[src/rtl/cardpwr_pkg.sv]
package cardpwr_pkg;

    localparam int CFG_W     = 5;
    localparam int FIELD_LSB = 0;
    localparam int FIELD_W   = 2;
    localparam int DIR_BIT   = 4;

    typedef enum logic [1:0] {
        PWR_OFF   = 2'b00,
        PWR_RSVD  = 2'b01,
        PWR_CYCLE = 2'b10,
        PWR_ON    = 2'b11
    } pwr_field_e;

    typedef enum logic [1:0] {
        LINE_HIZ    = 2'd0,
        LINE_LOW    = 2'd1,
        LINE_HIGH   = 2'd2,
        LINE_ACTIVE = 2'd3
    } line_mode_e;

    // fresh: no write accepted since reset, pins still floating
    typedef struct packed {
        logic       fresh;
        logic       dir_pol;
        pwr_field_e field;
    } pwr_reg_t;

    function automatic logic is_reserved(input logic [FIELD_W-1:0] f);
        return f == PWR_RSVD;
    endfunction

    function automatic line_mode_e mode_of(input pwr_reg_t r);
        line_mode_e m;
        if (r.fresh) begin
            m = LINE_HIZ;
        end else begin
            case (r.field)
                PWR_CYCLE: m = LINE_LOW;
                PWR_ON:    m = LINE_ACTIVE;
                default:   m = LINE_HIGH;
            endcase
        end
        return m;
    endfunction

endpackage

[src/rtl/cardpwr_field_reg.sv]
module cardpwr_field_reg
    import cardpwr_pkg::*;
#(
    parameter int W = CFG_W
) (
    input  logic          clk,
    input  logic          rst,
    input  logic          wr_en,
    input  logic [W-1:0]  wdata,
    output pwr_reg_t      cur
);
    logic [FIELD_W-1:0] new_field;
    logic               accept;
    logic               unused_vsw;

    assign new_field  = wdata[FIELD_LSB +: FIELD_W];
    assign accept     = wr_en && !is_reserved(new_field);
    assign unused_vsw = ^wdata[3:2];

    always_ff @(posedge clk) begin
        if (rst) begin
            cur <= '{fresh: 1'b1, dir_pol: 1'b0, field: PWR_OFF};
        end else if (accept) begin
            cur <= '{fresh: 1'b0, dir_pol: wdata[DIR_BIT], field: pwr_field_e'(new_field)};
        end
    end
endmodule

[src/rtl/cardpwr_warmup.sv]
module cardpwr_warmup #(
    parameter int WARMUP_CYCLES = 74
) (
    input  logic clk,
    input  logic rst,
    input  logic run,
    input  logic tick,
    output logic done,
    output logic ready_pulse
);
    localparam int CW = $clog2(WARMUP_CYCLES + 1);
    localparam logic [CW-1:0] LAST = CW'(WARMUP_CYCLES);

    logic [CW-1:0] cnt;
    logic          done_d;

    always_ff @(posedge clk) begin
        if (rst || !run) begin
            cnt <= '0;
        end else if (tick && cnt != LAST) begin
            cnt <= cnt + 1'b1;
        end
    end

    always_ff @(posedge clk) begin
        if (rst) done_d <= 1'b0;
        else     done_d <= done;
    end

    assign done        = run && (cnt == LAST);
    assign ready_pulse = done && !done_d;
endmodule

[src/rtl/cardpwr_pad_decode.sv]
module cardpwr_pad_decode
    import cardpwr_pkg::*;
(
    input  pwr_reg_t    cur,
    input  logic        warm_done,
    output line_mode_e  mode,
    output logic        clk_en,
    output logic        disabled,
    output logic        dir_pol
);
    always_comb begin
        mode     = mode_of(cur);
        clk_en   = !cur.fresh && (cur.field == PWR_ON);
        disabled = !(clk_en && warm_done);
        dir_pol  = cur.dir_pol;
    end
endmodule

[src/rtl/cardpwr_ctrl.sv]
module cardpwr_ctrl
    import cardpwr_pkg::*;
#(
    parameter int WARMUP_CYCLES = 74
) (
    input  logic             clk,
    input  logic             rst,
    input  logic             cfg_wr_en,
    input  logic [CFG_W-1:0] cfg_wdata,
    input  logic             card_clk_tick,
    output logic [1:0]       pwr_field,
    output logic [1:0]       line_mode,
    output logic             bus_clk_en,
    output logic             ctrl_disabled,
    output logic             ctrl_ready,
    output logic             pad_dir_pol
);
    pwr_reg_t   cur;
    line_mode_e mode;
    logic       in_on;
    logic       warm_done;

    cardpwr_field_reg #(.W(CFG_W)) u_reg (
        .clk   (clk),
        .rst   (rst),
        .wr_en (cfg_wr_en),
        .wdata (cfg_wdata),
        .cur   (cur)
    );

    assign in_on = !cur.fresh && (cur.field == PWR_ON);

    cardpwr_warmup #(.WARMUP_CYCLES(WARMUP_CYCLES)) u_warm (
        .clk         (clk),
        .rst         (rst),
        .run         (in_on),
        .tick        (card_clk_tick),
        .done        (warm_done),
        .ready_pulse (ctrl_ready)
    );

    cardpwr_pad_decode u_dec (
        .cur       (cur),
        .warm_done (warm_done),
        .mode      (mode),
        .clk_en    (bus_clk_en),
        .disabled  (ctrl_disabled),
        .dir_pol   (pad_dir_pol)
    );

    assign pwr_field = cur.field;
    assign line_mode = mode;
endmodule

[config.mk]
export PLATFORM = sky130hd
export DESIGN_NAME = cardpwr_ctrl
export DESIGN_NICKNAME = d
export VERILOG_FILES = /design/src/rtl/cardpwr_pkg.sv /design/src/rtl/cardpwr_field_reg.sv /design/src/rtl/cardpwr_warmup.sv /design/src/rtl/cardpwr_pad_decode.sv /design/src/rtl/cardpwr_ctrl.sv
export SDC_FILE = /design/constraint.sdc
export NUM_CORES = 1
export LEC_CHECK = 0
export BUFFER_PORTS_ARGS = -buffer_cell sky130_fd_sc_hd__buf_2
export CAP_MARGIN = 0
export CORE_AREA = 2 2 39 41
export CTS_CLUSTER_SIZE = 14
export DETAILED_ROUTE_END_ITERATION = 8
export DIE_AREA = 0 0 41 43
export GPL_ROUTABILITY_DRIVEN = 0
export PLACE_DENSITY = 0.76
export SLEW_MARGIN = 20
export SYNTH_ARGS = -nofsm -noshare
export SYNTH_HDL_FRONTEND = slang
export SYNTH_SLANG_ARGS = --single-unit
export TNS_END_PERCENT = 50
[constraint.sdc]
create_clock -name clk -period 2.05 [get_ports clk]
set_clock_uncertainty 0.05 [all_clocks]
set_input_delay 0.1025 -clock clk [delete_from_list [all_inputs] [get_ports clk]]
set_output_delay 0.1025 -clock clk [all_outputs]
set_load 0.05 [all_outputs]
==> impl_results.md, run 1 <==
- Status: finished, final reports clean
- Post-Syn Nets: 80
- Final setup violation count: 0
- DRC Markers: 0
- CORE AREA: between 0.001 and 0.0015 mm²
- Top cell type's share of synthesized area: between 40% and 50%
- Total Die Area: 0.001763 mm²
- Switching power share of the total: around 25%
- Asr flop ratio synth: 0%
- Vias/cell: between 5 and 6
- CTS buffer count: 3
- Arr. time, crit path: between 1.5 and 2 ns
- TNS Setup: 0 ns
- Critical Path Sink Type: primary output
- Slowest stage delay, CP: between 0.4 and 0.5 ns
- Vias in the first global route: 469
- DP HPWL: approximately 830 µm
- Buffers on Ports: 14
- Total of warnings raised by yosys: 0
- Largest net degree at the start of global routing: 10
- Netlist area before placement: between 500 and 600 µm²
- Worst-Skew Late Latency: roughly 0.28 ns
- IO Pins: 17
- Wire per inst: about 11 µm
- Syn_area_per_cell: between 8 and 9 µm²
- Overall routed net length: ~1100 µm
- CP startpoint: u_warm.cnt[2]
- Row count: 14
- Static Leak: just under 0.0003 µW
- Starting Density: between 40% and 50%
- First-pass GRT wire length: around 1900 µm
- Die Y: between 40 and 50 µm
- Min-delay src: cfg_wdata[4]
- Fin cells: 101
- H-tree Lvls: 1
- Achievable Freq: 570.1 MHz
- Clk buf depth: 2
- Count leader, synth: dfxtp_1
- PD cells: 670.8 mW/mm²
- # nets final: 97
- Max-cap violation count: 0
- RR Startpoint: u_warm.cnt[0]
- Clock-pin slew on the worst setup and hold paths: about 0.07 ns
- CTS tree: done
- Post-route ant nets: 0
- Most area-consuming cells after synthesis: dfxtp_1 40%, a21oi_1 5.9%, nor2_1 5.1%, ha_1 4.2%, nor4b_4 4.0%
- Pin slew with the least headroom to its limit: 0.3872 ns
- Hold Vio Cnt, Final: 0
- Setup Fix Bufs, Post-CTS: 0
- Sink Count: 12
- Hold crit path type: in -> reg
- CTS root buf: clkbuf_4
- Count of cell types in the netlist: 26
- Layout cell share with drive strength beyond 1: 24.71%
- First-pass iteration count of the detailed router: 3
- Crit-path slowest cell: nor4b_4
- Critical path startpoint category: flop
- Number of flops mapped to enable cells by yosys: 0
- Fillers: 138
- Post-Synthesis Cells: 69
- Clk pwr share: 39.0%
- Crit-path cells: nor4b_4 -> nand3_2 -> nor2_4 -> buf_2
- Area growth, synth to finish: 21.68%
- Inst Count DP: 96
- Commonest cells in the netlist: 12 x dfxtp_1, 8 x nor2_1, 7 x a21oi_1
- Vias: 533
- Worst Path Class, Setup: reg -> out
- Max FO, Critical Path: 7
- VDD IR max: ~0.36 mV
- Seq pwr share: approximately 50%
- Yosys reg bits: 12
- Max_slew headroom: 74.04%
- Combinational share of power: 11.0%
- Pint: between 300 and 400 µW
- RSZ-0062 raised after global routing: no
- Chip width: roughly 40 µm
- GRT Total Usage: 16.31%
- Dominant cell type by area after synthesis: dfxtp_1
- First DRT Iteration DRCs: 2
- Minimum clock period: approximately 1.8 ns
- N_diodes: 0
- Grt ovf: 0
- Slew Limit Fails: 0
- Switching power: about 120 µW
- Top_reg_cell synth: dfxtp_1
- Sequential area share after synthesis: around two fifths
- Initial antenna violation count: 0
- Data required time at the worst endpoint: approximately 1.9 ns
- Final worst-path cycle share: between 80% and 90%
## final timing paths
check             slack, ns  cells after the start            end
setup / recovery       0.30                      4     ctrl_ready
hold / removal         0.04                      3   u_reg.cur[2]
setup reg to reg       0.52                      5  u_warm.cnt[0]
hold reg to reg        0.43                      2   u_reg.cur[2]
## state kept, by name (all words and copies together) (netlist names)
signal         flops
u_reg.cur          4
u_warm.cnt         7
u_warm.done_d      1
## metal layers
layer	up-vias	part of all wire, %	track usage, %
met5	-	0	0
met4	0	2.3	8.000
met3	5	5.8	9.424
met2	14	51	25.31
met1	244	41	16.56
li1	270	-	-
## layout by cell type (no fill, tap or decap), drive strengths merged, types with 2 or more instances in the layout
master,count
a21oi,7
o21ai,4
dfxtp,12
nor2b,2
nand4,2
nand2,4
or3,2
nand3,4
buf,14
xor2,2
ha,2
inv,5
nor2,8
clkbuf,4
## through the flow
stage               worst slack [ns]  hold WS (ns)  power (µW)  util, %  cell area (µm²)
global placement              0.5440        0.2688       299.3    48.92            676.9
CTS                           0.2691       0.03025       491.3    52.26            723.2
global route                  0.1979       0.04364       512.4    52.26            723.2
finish                        0.2960       0.03605       485.1    52.26            723.2
detailed placement            0.5315        0.2731       300.2    48.92            676.9
floorplan                     0.2210        0.1216       286.0        -            606.8
## what timing repair did
item                      in CTS  in global routing
hold buffers                   1                  0
gates resized for setup        0                  0
hold endpoints to repair       3                  0
## kinds of logic (layout without fill, tap and decap cells)
logic type / after synthesis / count (layout) / synth area share, %
muxes: 1 / 1 / 1.895
DFF: 12 / 12 / 40.42
and+or+nand+nor: 29 / 29 / 28.84
adders and majority gates: 2 / 2 / 4.210
AOI/OAI and AO/OA: 15 / 15 / 15.16
buffers and inverters: 8 / 24 / 6.525
xor gates and xnor gates: 2 / 2 / 2.948
## power groups by stage
stage | combinational, µW | sequential, µW | clock (µW)
2_1_floorplan | 35.1 | 251 | 0
3_3_place_gp | 51.0 | 248 | 0
3_5_place_dp | 52.1 | 248 | 0
4_1_cts | 53.6 | 243 | 195
5_1_grt | 57.8 | 244 | 211
6_report | 53.2 | 243 | 189
## area by class of cell
| class | instances | area (µm²) | share of cell area [%] |
|---|---|---|---|
| Inverter | 5 | 18.77 | 2.595 |
| Sequential cell | 12 | 240.2 | 33.22 |
| Tap cell | 16 | 20.02 | 2.768 |
| Timing Repair Buffer | 15 | 80.08 | 11.07 |
| Multi-Input combinational cell | 49 | 327.8 | 45.33 |
| Clock buffer | 4 | 36.28 | 5.017 |
## worst max-delay path, delay by kind of cell, from the launching register on
family	cells	cell delay (ns)
and+or+nand+nor	3	0.67
buffers and inverters	1	0.26
DFF	1	0.39
Power figures use the tool's default switching activity.
==> inputs of run 2 (changes only) <==
--- a/config.mk
+++ b/config.mk
@@ -7,12 +7,11 @@
 export LEC_CHECK = 0
 export BUFFER_PORTS_ARGS = -buffer_cell sky130_fd_sc_hd__buf_2
 export CAP_MARGIN = 0
-export CORE_AREA = 2 2 39 41
+export CORE_UTILIZATION = 43
 export CTS_CLUSTER_SIZE = 14
 export DETAILED_ROUTE_END_ITERATION = 8
-export DIE_AREA = 0 0 41 43
 export GPL_ROUTABILITY_DRIVEN = 0
-export PLACE_DENSITY = 0.76
+export PLACE_DENSITY = 0.77
 export SLEW_MARGIN = 20
 export SYNTH_ARGS = -nofsm -noshare
 export SYNTH_HDL_FRONTEND = slang
==> constraint.sdc (replaced) <==
create_clock -name clk -period 1.5 [get_ports clk]
set_clock_uncertainty 0.05 [all_clocks]
set_input_delay 0.075 -clock clk [delete_from_list [all_inputs] [get_ports clk]]
set_output_delay 0.075 -clock clk [all_outputs]
set_load 0.05 [all_outputs]
==> impl_results.md, run 2 (synthesis gave the netlist of run 1 again) <==
- Status: complete, but fails checks
- Violated checks: setup timing
- Final WS setup: -0.03857 ns (-0.3346 ns)
- Total Die Area: 0.001535 mm² (-13%)
- Hold Vio Cnt, Final: 0 (unchanged)
- Biggest register: u_warm.cnt
- Max FFs per register: 7 (unchanged)
- Largest registers: u_warm.cnt (7), u_reg.cur (4), u_warm.done_d (1)
- Die Y: 39.18 µm (-8.9%)
- Starting Density: 46.25% (+3.3 points)
- CTS root buf: clkbuf_4
- Critical Path Sink Type: primary output
- Static Leak: 0.0003548 µW (+21%)
- Slew Limit Fails: 0 (unchanged)
- GRT Total Usage: 21.74% (+5.4 points)
- Clk pwr share: 38.9% (about the same)
- Sink Count: 12 (unchanged)
- First-pass iteration count of the detailed router: 4 (+1)
- # nets final: 107 (+10%)
- Pin slew with the least headroom to its limit: 0.3093 ns (-0.07796 ns)
- Overall routed net length: 1344 µm (+27%)
- R2R setup slack: 0 ns (-0.52 ns)
- VDD IR max: 0.3704 mV (+2.6%)
- Arr. time, crit path: 1.41 ns (-0.19 ns)
- Vias: 571 (+7.1%)
- Layout cell share with drive strength beyond 1: 36.84% (+12 points)
- Final setup violation count: 1 (+1)
- Clk buf depth: 2 (unchanged)
- CTS buffer count: 3 (unchanged)
- TNS Setup: -0.03857 ns (-0.03857 ns)
- Switching power share of the total: 25.09% (+0.21 points)
- R2R Path End: u_warm.cnt[0]
- Vias in the first global route: 524 (+12%)
- Achievable Freq: between 600 and 700 MHz
- PD cells: 801.2 mW/mm² (+19%)
- Grt ovf: 0 (unchanged)
- Largest net degree at the start of global routing: 8 (-2)
- Worst-Skew Late Latency: 0.28 ns (about the same)
- Chip width: 39.18 µm (-4.5%)
- RR Startpoint: u_warm.cnt[4]
- Final worst-path cycle share: 102.6%
- Row count: 13 (-1)
- Hold crit path type: in -> reg
- Most common cell after layout, fill and taps aside: buf_2
- Post-route ant nets: 0 (unchanged)
- Buffers on Ports: 14 (unchanged)
- DRC Markers: 0 (unchanged)
- Combinational share of power: 11.4% (+0.4 points)
- Switching power: 167.5 µW (+39%)
- Min-delay src: cfg_wdata[4]
- Worst Path Class, Setup: reg -> out
- RSZ-0062 raised after global routing: yes
- Wire per inst: 12.22 µm (+16%)
- Clock-pin slew on the worst setup and hold paths: 0.08 ns (about the same)
- DP HPWL: 910.1 µm (+9.0%)
- IO Pins: 17 (unchanged)
- CTS tree: done
- H-tree Lvls: 1 (unchanged)
- CORE AREA: 0.001285 mm² (-7.1%)
- Vias/cell: 5.191 (-1.6%)
- Worst-case reg-to-reg path depth: 4 (-1)
- Max FO, Critical Path: 4 (-3)
- Pint: 500.2 µW (+37%)
- N_diodes: 0 (unchanged)
- Hold-critical path endpoint: u_reg.cur[2]
- Max_slew headroom: 79.30% (+5.3 points)
- Fillers: 109 (-21%)
- Minimum hold slack: 0.01397 ns (-0.02209 ns)
- First-pass GRT wire length: 2159 µm (+14%)
- Area growth, synth to finish: 40.21%
- First DRT Iteration DRCs: 12 (+10)
- Critical path startpoint category: flop
- Seq pwr share: 49.7% (-0.3 points)
- Data required time at the worst endpoint: 1.37 ns (-0.53 ns)
- Minimum clock period: around 1.5 ns
- Most frequent cells in the layout: 12 x buf_2, 10 x dfxtp_1, 8 x buf_4
- Initial antenna violation count: 0 (unchanged)
- Hold depth: 3 (unchanged)
- Max-cap violation count: 0 (unchanged)
[run 2: critical path, cell delays in order, from the launching register on]
cell,delay [ns]
dfxtp_2,0.33
inv_2,0.05
ha_1,0.13
and2_4,0.15
buf_6,0.11
nand3_4,0.09
nor2_4,0.13
buf_8,0.15
[run 2: power by group through the flow]
stage	sequential (µW)	clock, µW	combinational, µW
2_1_floorplan	343	0	48.1
3_3_place_gp	339	0	69.7
3_5_place_dp	339	0	71.7
4_1_cts	332	271	76.3
5_1_grt	333	288	82.3
6_report	332	260	76.2
[run 2: layout make-up]
cell class	instances	area, µm²	area share [%]
multi-input combinational	49	339.1	40.69
sequential	12	242.7	29.13
timing repair buffer	25	177.7	21.32
clock buffer	4	36.28	4.354
inverter	5	18.77	2.252
tap	15	18.77	2.252
[run 2: how the worst max path moves through the flow]
stage | start | to | slack [ns] | depth (start not counted)
global placement | u_warm.cnt[4] | u_warm.cnt[0] | 0.07 | 3
detailed placement | u_warm.cnt[4] | u_warm.cnt[0] | 0.05 | 3
floorplan | u_warm.cnt[2] | ctrl_ready | 0.01 | 3
CTS | u_warm.cnt[0] | ctrl_ready | 0.0004 | 7
global route | u_warm.cnt[0] | ctrl_ready | -0.10 | 7
finish | u_warm.cnt[0] | ctrl_ready | -0.04 | 7
[run 2: what timing repair did]
action,4_1_cts,5_1_grt
pin swaps,3,0
hold buffers,2,0
setup buffers,3,0
endpoints found under the hold margin,4,0
setup endpoints to repair,2,3
gates resized for setup,9,1
[run 2: per-layer routing]
layer | GRT usage (%) | vias to the layer above | part of all wire (%)
met5 | 0 | - | 0
met4 | 18.97 | 0 | 2.6
met1 | 22.92 | 264 | 41
met3 | 5.780 | 6 | 3.9
met2 | 35.00 | 13 | 53
li1 | - | 288 | -
[run 2: metrics by stage]
stage	setup slack, ns	utilization, %	instances	area (µm²)	total power (µW)
global placement	0.07436	56.77	101	729.5	408.7
finish	-0.03857	64.85	110	833.3	667.7
floorplan	0.01207	-	69	615.6	391.0
global route	-0.1043	64.85	110	833.3	703.1
detailed placement	0.05216	56.77	101	729.5	410.8
CTS	0.0004290	64.56	110	829.5	679.2
==> inputs of run 3 (changes only) <==
--- a/config.mk
+++ b/config.mk
@@ -11,6 +11,7 @@
 export CTS_CLUSTER_SIZE = 14
 export DETAILED_ROUTE_END_ITERATION = 8
 export GPL_ROUTABILITY_DRIVEN = 0
+export HOLD_SLACK_MARGIN = 0.08
 export PLACE_DENSITY = 0.77
 export SLEW_MARGIN = 20
 export SYNTH_ARGS = -nofsm -noshare
==> impl_results.md, run 3 (synthesis gave the netlist of run 1 again) <==
- Worst-Skew Late Latency: 0.28 ns (about the same)
- Critical path startpoint category: flop
- Max_slew headroom: 79.20% (-0.094 points)
- PD cells: 775.7 mW/mm² (-3.2%)
- Inst Count DP: 101 (unchanged)
- Max FFs per register: 7 (unchanged)
- Max-cap violation count: 0 (unchanged)
- Sink Count: 12 (unchanged)
- Die Y: 39.18 µm (unchanged)
- Starting Density: 46.25% (unchanged)
- # nets final: 111 (+3.7%)
- Slowest stage delay, CP: 0.33 ns (about the same)
- Max FO, Critical Path: 4 (unchanged)
- Worst Path Class, Setup: reg -> out
- Initial antenna violation count: 0 (unchanged)
- Hold crit path type: in -> reg
- Fin cells: 114 (+3.6%)
- Vias: 587 (+2.8%)
- Largest net degree at the start of global routing: 8 (unchanged)
- Chip width: 39.18 µm (unchanged)
- Grt ovf: 0 (unchanged)
- CTS tree: done
- CORE AREA: 0.001285 mm² (unchanged)
- Most frequent cells in the layout: 12 x buf_2, 10 x dfxtp_1, 8 x buf_4
- RSZ-0062 raised after global routing: yes
- Most common cell after layout, fill and taps aside: buf_2
- Wire per inst: 12.18 µm (-0.35%)
- Pin slew with the least headroom to its limit: 0.3107 ns (+0.001406 ns)
- DRC Markers: 0 (unchanged)
- Clock-pin slew on the worst setup and hold paths: 0.08 ns (about the same)
- Final WS setup: -0.04045 ns (-0.001880 ns)
- Buffers on Ports: 14 (unchanged)
- Slew Limit Fails: 0 (unchanged)
- Row count: 13 (unchanged)
- GRT Total Usage: 22.46% (+0.72 points)
- Static Leak: 0.0003732 µW (+5.2%)
- Total Die Area: 0.001535 mm² (unchanged)
- CTS root buf: clkbuf_4
- N_diodes: 0 (unchanged)
- Overall routed net length: 1388 µm (+3.3%)
- H-tree Lvls: 1 (unchanged)
- Fillers: 108 (-0.92%)
- Arr. time, crit path: 1.42 ns (about the same)
- Vias/cell: 5.149 (-0.80%)
- Final setup violation count: 1 (unchanged)
- Biggest register: u_warm.cnt
- First DRT Iteration DRCs: 14 (+2)
- VDD IR max: 0.4012 mV (+8.3%)
- Multi-input gate area: 339.1 µm² (unchanged)
- Largest registers: u_warm.cnt (7), u_reg.cur (4), u_warm.done_d (1)
- WP buf/inv: 3 (unchanged)
- Clk buf depth: 2 (unchanged)
- CTS buffer count: 3 (unchanged)
- Final Cell Area: 873.3 µm² (+4.8%)
- Minimum clock period: 1.540 ns (+0.001880 ns)
- Data required time at the worst endpoint: 1.37 ns (about the same)
- First-pass GRT wire length: 2235 µm (+3.5%)
- Final worst-path cycle share: 102.7% (+0.13 points)
- TNS Setup: -0.04045 ns (-0.001880 ns)
- Post-route ant nets: 0 (unchanged)
- Register Area: 242.7 µm² (unchanged)
- Delay-heaviest family, CP: simple AND/OR/NAND/NOR gates
- IO Pins: 17 (unchanged)
- First-pass iteration count of the detailed router: 4 (unchanged)
- Achievable Freq: 649.2 MHz (-0.12%)
- Placed cell areas: 729.5 µm² (unchanged)
- Hold Vio Cnt, Final: 0 (unchanged)
- Layout cell share with drive strength beyond 1: 35.35% (-1.5 points)
- Crit-path slowest cell: dfxtp_2
- Area growth, synth to finish: 46.95%
- Vias in the first global route: 545 (+4.0%)
- Crit-path cells: inv_2 -> ha_1 -> and2_4 -> buf_6 -> nand3_4 -> nor2_4 -> buf_8
- Final core occ: 67.96% (+3.1 points)
- DP HPWL: 910.1 µm (unchanged)
- Critical Path Sink Type: primary output
- Status: complete, but fails checks
- Violated checks: setup timing
-- run 3: cell count changes in the layout (fill, tap and decap cells not counted) --
cell           delta
dlygate4sd3_1     +4
-- run 3: timing repair --
| item | CTS | global route |
|---|---|---|
| buffers inserted | 3 | 0 |
| gates resized for setup | 9 | 1 |
| endpoints found under the setup margin | 2 | 3 |
| hold buffers | 6 | 0 |
| pin swaps | 3 | 0 |
| hold endpoints to repair | 4 | 0 |
-- run 3: final cells by class --
| class | instances | share of cell area (%) |
|---|---|---|
| inverters | 5 | 2.149 |
| well taps | 15 | 2.149 |
| repair buffers | 29 | 24.93 |
| multi-input cells | 49 | 38.83 |
| clock buffers | 4 | 4.155 |
| flip-flops and latches | 12 | 27.79 |
-- run 3: path summary, 6_finish.rpt --
path	from	endpoint	cells past startpoint	slack [ns]
worst min register to register	u_reg.cur[2]	u_reg.cur[2]	2	0.43
worst min-delay path	cfg_wr_en	u_reg.cur[3]	4	0.11
worst max register to register	u_warm.cnt[4]	u_warm.cnt[0]	4	0
worst max-delay path	u_warm.cnt[0]	ctrl_ready	7	-0.04
-- run 3: where the power goes --
part	total, µW	leakage [µW]	internal (µW)	switching (µW)
logic	84.3	0.000254	34.3	50.0
clock network	261	0.0000210	148	114
registers	332	0.0000985	325	6.76
total	677	0.000373	507	170
-- run 3: tightest hold or removal path: stages --
cell	delay [ns]
buf_2	0.12
inv_1	0.06
o21ai_0	0.08
nand2b_1	0.06
-- run 3: metrics by stage --
stage	hold WS [ns]	power (µW)	setup slack, ns
floorplan	0.09407	391.0	0.01207
global placement	0.2446	408.7	0.07436
detailed placement	0.2585	410.8	0.05216
CTS	0.09827	687.1	0.0004290
global route	0.1175	711.7	-0.1043
finish	0.1051	677.5	-0.04045
-- run 3: per-layer routing --
metal | share of wire [%] | global-route usage, % | wire, µm
met1 | 40 | 23.26 | 561
met2 | 53 | 37.08 | 741
met3 | 3.6 | 5.780 | 50
met4 | 2.5 | 18.97 | 35
met5 | 0 | 0 | 0
